`config.mk`:
```
export PLATFORM = sky130hd
export DESIGN_NAME = sb_scoreboard
export DESIGN_NICKNAME = d
export VERILOG_FILES = /design/src/rtl/sb_pkg.sv /design/src/rtl/sb_issue_gate.sv /design/src/rtl/sb_war_gate.sv /design/src/rtl/sb_scoreboard.sv
export SDC_FILE = /design/constraint.sdc
export NUM_CORES = 1
export LEC_CHECK = 0
export ABC_AREA = 1
export BUFFER_PORTS_ARGS = -buffer_cell sky130_fd_sc_hd__buf_4
export CELL_PAD_IN_SITES_DETAIL_PLACEMENT = 1
export CELL_PAD_IN_SITES_GLOBAL_PLACEMENT = 2
export CORE_ASPECT_RATIO = 0.8
export CORE_UTILIZATION = 36
export DETAILED_ROUTE_END_ITERATION = 10
export GPL_TIMING_DRIVEN = 0
export PLACE_DENSITY = 0.93
export RECOVER_POWER = 25
export SYNTH_ARGS = -nofsm -noshare
export SYNTH_HDL_FRONTEND = slang
export SYNTH_HIERARCHICAL = 1
export SYNTH_SLANG_ARGS = --single-unit
```
`constraint.sdc`:
```
create_clock -name clk -period 4.9 [get_ports clk]
set_clock_uncertainty 0.05 [all_clocks]
set_input_delay 0 -clock clk [delete_from_list [all_inputs] [get_ports clk]]
set_output_delay 0 -clock clk [all_outputs]
set_load 0.01 [all_outputs]
```
`src/rtl/sb_pkg.sv`:
```
package sb_pkg;
    typedef enum logic [1:0] {
        ST_IDLE = 2'd0,
        ST_WAIT = 2'd1,
        ST_EXEC = 2'd2,
        ST_DONE = 2'd3
    } sb_stage_e;
endpackage

```
`src/rtl/sb_issue_gate.sv`:
```
module sb_issue_gate #(
    parameter int NUM_FU  = 4,
    parameter int NUM_REG = 8,
    localparam int FU_W   = (NUM_FU > 1) ? $clog2(NUM_FU) : 1,
    localparam int REG_W  = (NUM_REG > 1) ? $clog2(NUM_REG) : 1
) (
    input  logic                             iss_valid,
    input  logic [FU_W-1:0]                  iss_fu,
    input  logic [REG_W-1:0]                 iss_dst,
    input  logic [NUM_FU-1:0]                busy,
    input  logic [NUM_FU-1:0]                wb_en,
    input  logic [NUM_REG-1:0]               res_vld,
    input  logic [NUM_REG-1:0][FU_W-1:0]     res_fu,
    output logic                             iss_stall,
    output logic                             iss_fire
);
    logic unit_blocked;
    logic dst_blocked;

    always_comb begin
        // a unit releasing this cycle can take the new instruction
        unit_blocked = busy[iss_fu] && !wb_en[iss_fu];
        dst_blocked  = res_vld[iss_dst] && !wb_en[res_fu[iss_dst]];
        iss_stall    = iss_valid && (unit_blocked || dst_blocked);
        iss_fire     = iss_valid && !unit_blocked && !dst_blocked;
    end
endmodule

```
`src/rtl/sb_war_gate.sv`:
```
module sb_war_gate #(
    parameter int NUM_FU  = 4,
    parameter int NUM_REG = 8,
    localparam int REG_W  = (NUM_REG > 1) ? $clog2(NUM_REG) : 1
) (
    input  sb_pkg::sb_stage_e [NUM_FU-1:0]   stage,
    input  logic [NUM_FU-1:0][REG_W-1:0]     fi,
    input  logic [NUM_FU-1:0][REG_W-1:0]     fj,
    input  logic [NUM_FU-1:0][REG_W-1:0]     fk,
    input  logic [NUM_FU-1:0]                rj,
    input  logic [NUM_FU-1:0]                rk,
    output logic [NUM_FU-1:0]                wb_en
);
    import sb_pkg::*;

    always_comb begin
        for (int u = 0; u < NUM_FU; u++) begin
            wb_en[u] = (stage[u] == ST_DONE);
            for (int v = 0; v < NUM_FU; v++) begin
                // an unread, ready source equal to our destination blocks us
                if (v != u && stage[v] == ST_WAIT &&
                    ((rj[v] && fj[v] == fi[u]) || (rk[v] && fk[v] == fi[u])))
                    wb_en[u] = 1'b0;
            end
        end
    end
endmodule

```
`src/rtl/sb_scoreboard.sv`:
```
module sb_scoreboard #(
    parameter int NUM_FU  = 4,
    parameter int NUM_REG = 8,
    parameter int OP_W    = 4,
    localparam int FU_W   = (NUM_FU > 1) ? $clog2(NUM_FU) : 1,
    localparam int REG_W  = (NUM_REG > 1) ? $clog2(NUM_REG) : 1
) (
    input  logic                        clk,
    input  logic                        rst_n,
    input  logic                        iss_valid,
    input  logic [FU_W-1:0]             iss_fu,
    input  logic [OP_W-1:0]             iss_op,
    input  logic [REG_W-1:0]            iss_dst,
    input  logic [REG_W-1:0]            iss_src1,
    input  logic [REG_W-1:0]            iss_src2,
    output logic                        iss_stall,
    input  logic [NUM_FU-1:0]           exec_done,
    output logic [NUM_FU-1:0]           rd_grant,
    output logic [NUM_FU-1:0]           wb_en,
    output logic [NUM_FU*OP_W-1:0]      fu_op,
    output logic [NUM_FU*REG_W-1:0]     fu_dst
);
    import sb_pkg::*;

    typedef struct packed {
        sb_stage_e [NUM_FU-1:0]            stage;
        logic [NUM_FU-1:0][OP_W-1:0]       op;
        logic [NUM_FU-1:0][REG_W-1:0]      fi;
        logic [NUM_FU-1:0][REG_W-1:0]      fj;
        logic [NUM_FU-1:0][REG_W-1:0]      fk;
        logic [NUM_FU-1:0][FU_W-1:0]       qj;
        logic [NUM_FU-1:0][FU_W-1:0]       qk;
        logic [NUM_FU-1:0]                 pj;
        logic [NUM_FU-1:0]                 pk;
        logic [NUM_FU-1:0]                 rj;
        logic [NUM_FU-1:0]                 rk;
        logic [NUM_REG-1:0]                res_vld;
        logic [NUM_REG-1:0][FU_W-1:0]      res_fu;
    } sb_state_t;

    sb_state_t s_d, s_q;
    logic [NUM_FU-1:0] busy;
    logic              iss_fire;

    always_comb begin
        for (int u = 0; u < NUM_FU; u++) begin
            busy[u]     = (s_q.stage[u] != ST_IDLE);
            rd_grant[u] = (s_q.stage[u] == ST_WAIT) && s_q.rj[u] && s_q.rk[u];
            fu_op[u*OP_W +: OP_W]    = s_q.op[u];
            fu_dst[u*REG_W +: REG_W] = s_q.fi[u];
        end
    end

    sb_issue_gate #(.NUM_FU(NUM_FU), .NUM_REG(NUM_REG)) u_issue (
        .iss_valid (iss_valid),
        .iss_fu    (iss_fu),
        .iss_dst   (iss_dst),
        .busy      (busy),
        .wb_en     (wb_en),
        .res_vld   (s_q.res_vld),
        .res_fu    (s_q.res_fu),
        .iss_stall (iss_stall),
        .iss_fire  (iss_fire)
    );

    sb_war_gate #(.NUM_FU(NUM_FU), .NUM_REG(NUM_REG)) u_war (
        .stage (s_q.stage),
        .fi    (s_q.fi),
        .fj    (s_q.fj),
        .fk    (s_q.fk),
        .rj    (s_q.rj),
        .rk    (s_q.rk),
        .wb_en (wb_en)
    );

    always_comb begin
        s_d = s_q;
        // write-back: release unit, wake consumers, drop register claim
        for (int u = 0; u < NUM_FU; u++) begin
            if (wb_en[u]) begin
                s_d.stage[u] = ST_IDLE;
                s_d.rj[u]    = 1'b0;
                s_d.rk[u]    = 1'b0;
                for (int v = 0; v < NUM_FU; v++) begin
                    if (s_q.pj[v] && s_q.qj[v] == FU_W'(u)) begin
                        s_d.pj[v] = 1'b0;
                        s_d.rj[v] = 1'b1;
                    end
                    if (s_q.pk[v] && s_q.qk[v] == FU_W'(u)) begin
                        s_d.pk[v] = 1'b0;
                        s_d.rk[v] = 1'b1;
                    end
                end
                if (s_q.res_vld[s_q.fi[u]] && s_q.res_fu[s_q.fi[u]] == FU_W'(u))
                    s_d.res_vld[s_q.fi[u]] = 1'b0;
            end
        end
        // operand read and execution completion
        for (int u = 0; u < NUM_FU; u++) begin
            if (rd_grant[u]) begin
                s_d.stage[u] = ST_EXEC;
                s_d.rj[u]    = 1'b0;
                s_d.rk[u]    = 1'b0;
            end else if (s_q.stage[u] == ST_EXEC && exec_done[u]) begin
                s_d.stage[u] = ST_DONE;
            end
        end
        // issue last, so a same-cycle release is already applied
        if (iss_fire) begin
            s_d.stage[iss_fu] = ST_WAIT;
            s_d.op[iss_fu]    = iss_op;
            s_d.fi[iss_fu]    = iss_dst;
            s_d.fj[iss_fu]    = iss_src1;
            s_d.fk[iss_fu]    = iss_src2;
            s_d.qj[iss_fu]    = s_q.res_fu[iss_src1];
            s_d.qk[iss_fu]    = s_q.res_fu[iss_src2];
            s_d.pj[iss_fu]    = s_q.res_vld[iss_src1] && !wb_en[s_q.res_fu[iss_src1]];
            s_d.pk[iss_fu]    = s_q.res_vld[iss_src2] && !wb_en[s_q.res_fu[iss_src2]];
            s_d.rj[iss_fu]    = !s_d.pj[iss_fu];
            s_d.rk[iss_fu]    = !s_d.pk[iss_fu];
            s_d.res_vld[iss_dst] = 1'b1;
            s_d.res_fu[iss_dst]  = iss_fu;
        end
    end

    always_ff @(posedge clk or negedge rst_n) begin
        if (!rst_n) s_q <= '0;
        else        s_q <= s_d;
    end

    // an accepted instruction owns its destination in the next cycle
    a_r3_dst_claimed: assert property (@(posedge clk) disable iff (!rst_n)
        iss_fire |=> (s_q.res_vld[$past(iss_dst)] && s_q.res_fu[$past(iss_dst)] == $past(iss_fu)));

    // sources without a producer lead to a grant right after issue
    a_r6_free_grant: assert property (@(posedge clk) disable iff (!rst_n)
        (iss_fire && !s_q.res_vld[iss_src1] && !s_q.res_vld[iss_src2]) |=> rd_grant[$past(iss_fu)]);

    for (genvar g = 0; g < NUM_FU; g++) begin : g_chk
        // operand read is a single-cycle strobe
        a_r9_grant_single: assert property (@(posedge clk) disable iff (!rst_n)
            rd_grant[g] |=> !rd_grant[g]);
        // completion only reported for an executing unit
        a_r8_done_legal: assert property (@(posedge clk) disable iff (!rst_n)
            exec_done[g] |-> (s_q.stage[g] == ST_EXEC));
        // a write-back without a same-cycle reissue leaves the unit idle
        a_r4_release: assert property (@(posedge clk) disable iff (!rst_n)
            (wb_en[g] && !(iss_fire && iss_fu == FU_W'(g))) |=> (s_q.stage[g] == ST_IDLE));
    end
endmodule

```
==> results.cfg <==
[clocking]
clk_pin_slew_ns = 0.07
ctsLongestPathBuffers = 2
clk_latency_ns = 0.44
cts_root_buf = clkbuf_16
cts_resized = 0
cts_tree = built
cts_setup_buffers = 0
cts.sinks = 116
h-tree-depth = 4
holdBufCountCts = 16
cts_buffers = 17

[synth]
syn_nets = 1413
yosysUniqueCellTypes = 42
ys_warn_count = 6
synth.avg_cell_area_um2 = 6.28
seq_area_frac_synth = 0.332
postSynthCellCount = 1391
synthesis.area_um2 = 8740
synth_seq_cells = 116

[detailed_routing]
vias = 9810
final_antenna_net_count = 0
via_per_inst = 5.43
wirelength_um = 36800
wl_per_cell_um = 20.4
drt_pre_antenna_iters = 5
post-route-drc-count = 0
drtIter0Drc = 799

[placed_design]
post-dp-hpwl_um = 27300
routabilityCongestion = 0.925
place_inst = 1759
io_buffers = 55
post-place-ws_ns = 0.697
placed_cell_area_um2 = 9570

[floorplanning]
die-height_um = 141
start_util = 0.370
io_pins = 59
die_x_um = 176
row_count = 50
core-area_um2 = 23600
die_area_um2 = 24900

[power]
switching_share = 0.534
p_switching_mw = 4.00
power.internal_mw = 3.49
ir_drop_mv = 0.310
pwr-share-seq = 0.301
pwr-share-comb = 0.530
p_per_area_nw_per_um2 = 729
clkPwrFrac = 0.169
p_leak_nw = 5.34
power_mw = 7.48

[timing]
min_period_over_period = 0.895
worst_pin_slew_ns = 2.39
worst_slack_ns = 0.514
slew_viol_final = 118
fmax_mhz = 228
hold_viol_final = 0
fin_setup_tns_ns = 0
rsz0062_at_grt = false
period_needed_ns = 4.39
fin_hold_ws_ns = 0.0213
setup_viol = 0
relSlewSlack = -0.596

[setup_path]
critical_path_arrival_ns = 4.63
endpoint_kind = flop
ff2ff_path_depth = 21
crit_family = simple AND/OR/NAND/NOR gates
startpoint_type = flop
path_buf_inv = 6
path_common_cell = nand2_1
crit_fanout = 12
worstPathRequired_ns = 5.14
critical-path-max-stage-delay_ns = 0.85
r2r_slack_ns = 0.51
crit_cells = 21
slowest_stage = nor2_1
path_cells = inv_2, nand2_1, nand2_1, nor2_1, nand2_1, nand2_1, nand2_1, nand2_1, nor2_1, inv_1, nand3_1, nand3b_1, nand3_2, nand3_1, inv_1, inv_1, nor3_1, inv_1, clkbuf_1, nand2_1, o21ai_0
crit_type = reg -> reg

[finish]
design_area_um2 = 10300
drive_above_1_share = 0.146
area_delta_synth_final_pct = 17.6
n_fill_cell = 3142
post-route-util = 0.436
final_nets = 1504
fin_cells = 1807
antenna_cells = 0

[flow_run]
cap_viol_max_count = 2

[worst_hold_path]
whs_path_depth = 4
hold_class = in -> reg

[grt]
first_global_vias = 9801
grt_max_degree = 91
grt_pass1_wl_um = 56800
grt_usage = 0.306
grt_antenna_before_repair = 0
grt_overflow = 0

[outcome]
status = finished with violations
violations = capacitance limit, slew limit
==> power groups by stage <==
stage                     registers, mW  clock network [mW]  logic (mW)
after floorplan                    1.88                   0        2.70
after detailed placement           2.24                   0        3.86
final                              2.26                1.26        3.96
after global placement             2.21                   0        3.73
after global routing               2.32                1.32        4.43
after CTS                          2.23                1.27        3.91
==> kinds of logic after synthesis <==
family	share of synthesized area
flip-flops	0.332
AO/OA/AOI/OAI	0.131
buffers and inverters	0.129
AND/OR/NAND/NOR	0.407
==> synthesized netlist by cell type, drive strengths merged <==
library cell    n  area share
nor2          151       0.069
a31oi           6      0.0043
a211oi          2      0.0017
o22ai           3      0.0021
o2111a          1      0.0013
nor4            3      0.0021
nor3            6      0.0034
dfrtp         116        0.33
clkbuf          7      0.0030
a21oi          43       0.028
nand4          37       0.027
a41oi           1      0.0010
o21a            1     0.00086
o21ai         114       0.067
o2111ai         4      0.0040
nand2         533        0.23
o32ai           1      0.0010
nand3b          2      0.0017
o21bai          8      0.0069
and2            1     0.00072
nand3          99       0.068
and3            1     0.00072
inv           172       0.074
o211ai         15       0.013
or2             3      0.0021
a32o            1      0.0011
buf            60       0.051
==> layer usage <==
layer,up-vias,wire length [um],global-route usage
met5,-,0,0
met4,0,952,0.103
met3,77,2960,0.0630
met2,363,15800,0.462
met1,4778,17100,0.432
li1,4592,-,-
==> worst min-delay path by stage <==
| stage | start | end | slack [ns] |
|---|---|---|---|
| after global placement | exec_done[0] | s_q[109]$_DFF_PN0_ | 0.27 |
| after global routing | iss_src2[0] | flop | 0.04 |
| after floorplan | rst_n | asynchronous set/reset pin | -0.35 |
| after CTS | iss_src2[0] | flop | 0.01 |
| final | iss_src2[0] | flop | 0.02 |
| after detailed placement | rst_n | asynchronous set/reset pin | -0.15 |
==> worst min-delay path, stage by stage <==
cell     delay (ns)
buf_6          0.12
inv_4          0.06
buf_6          0.17
o21ai_0        0.10
==> cell type report <==
cell class / instances / area [um2] / share of cell area
clock buffers: 17 / 425 / 0.0414
multi-input cells: 1036 / 4710 / 0.458
inverters: 172 / 651 / 0.0633
well taps: 312 / 390 / 0.0380
plain buffers: 67 / 475 / 0.0463
clock inverters: 15 / 154 / 0.0150
repair buffers: 72 / 568 / 0.0553
flip-flops and latches: 116 / 2900 / 0.283
==> placed cells by master, fill, tap and decap left out, types with 9 or more instances in the layout <==
cell	n
nand3_2	12
nand2_1	524
inv_1	152
nand4_1	36
nor2_1	138
buf_4	87
nor2_2	12
dfrtp_1	116
dlygate4sd3_1	15
clkbuf_16	17
o21ai_0	104
a21oi_1	36
o211ai_1	15
buf_6	9
buf_2	17
inv_2	18
nand3_1	84
clkbuf_1	9
(Power assumes the default switching activity.)
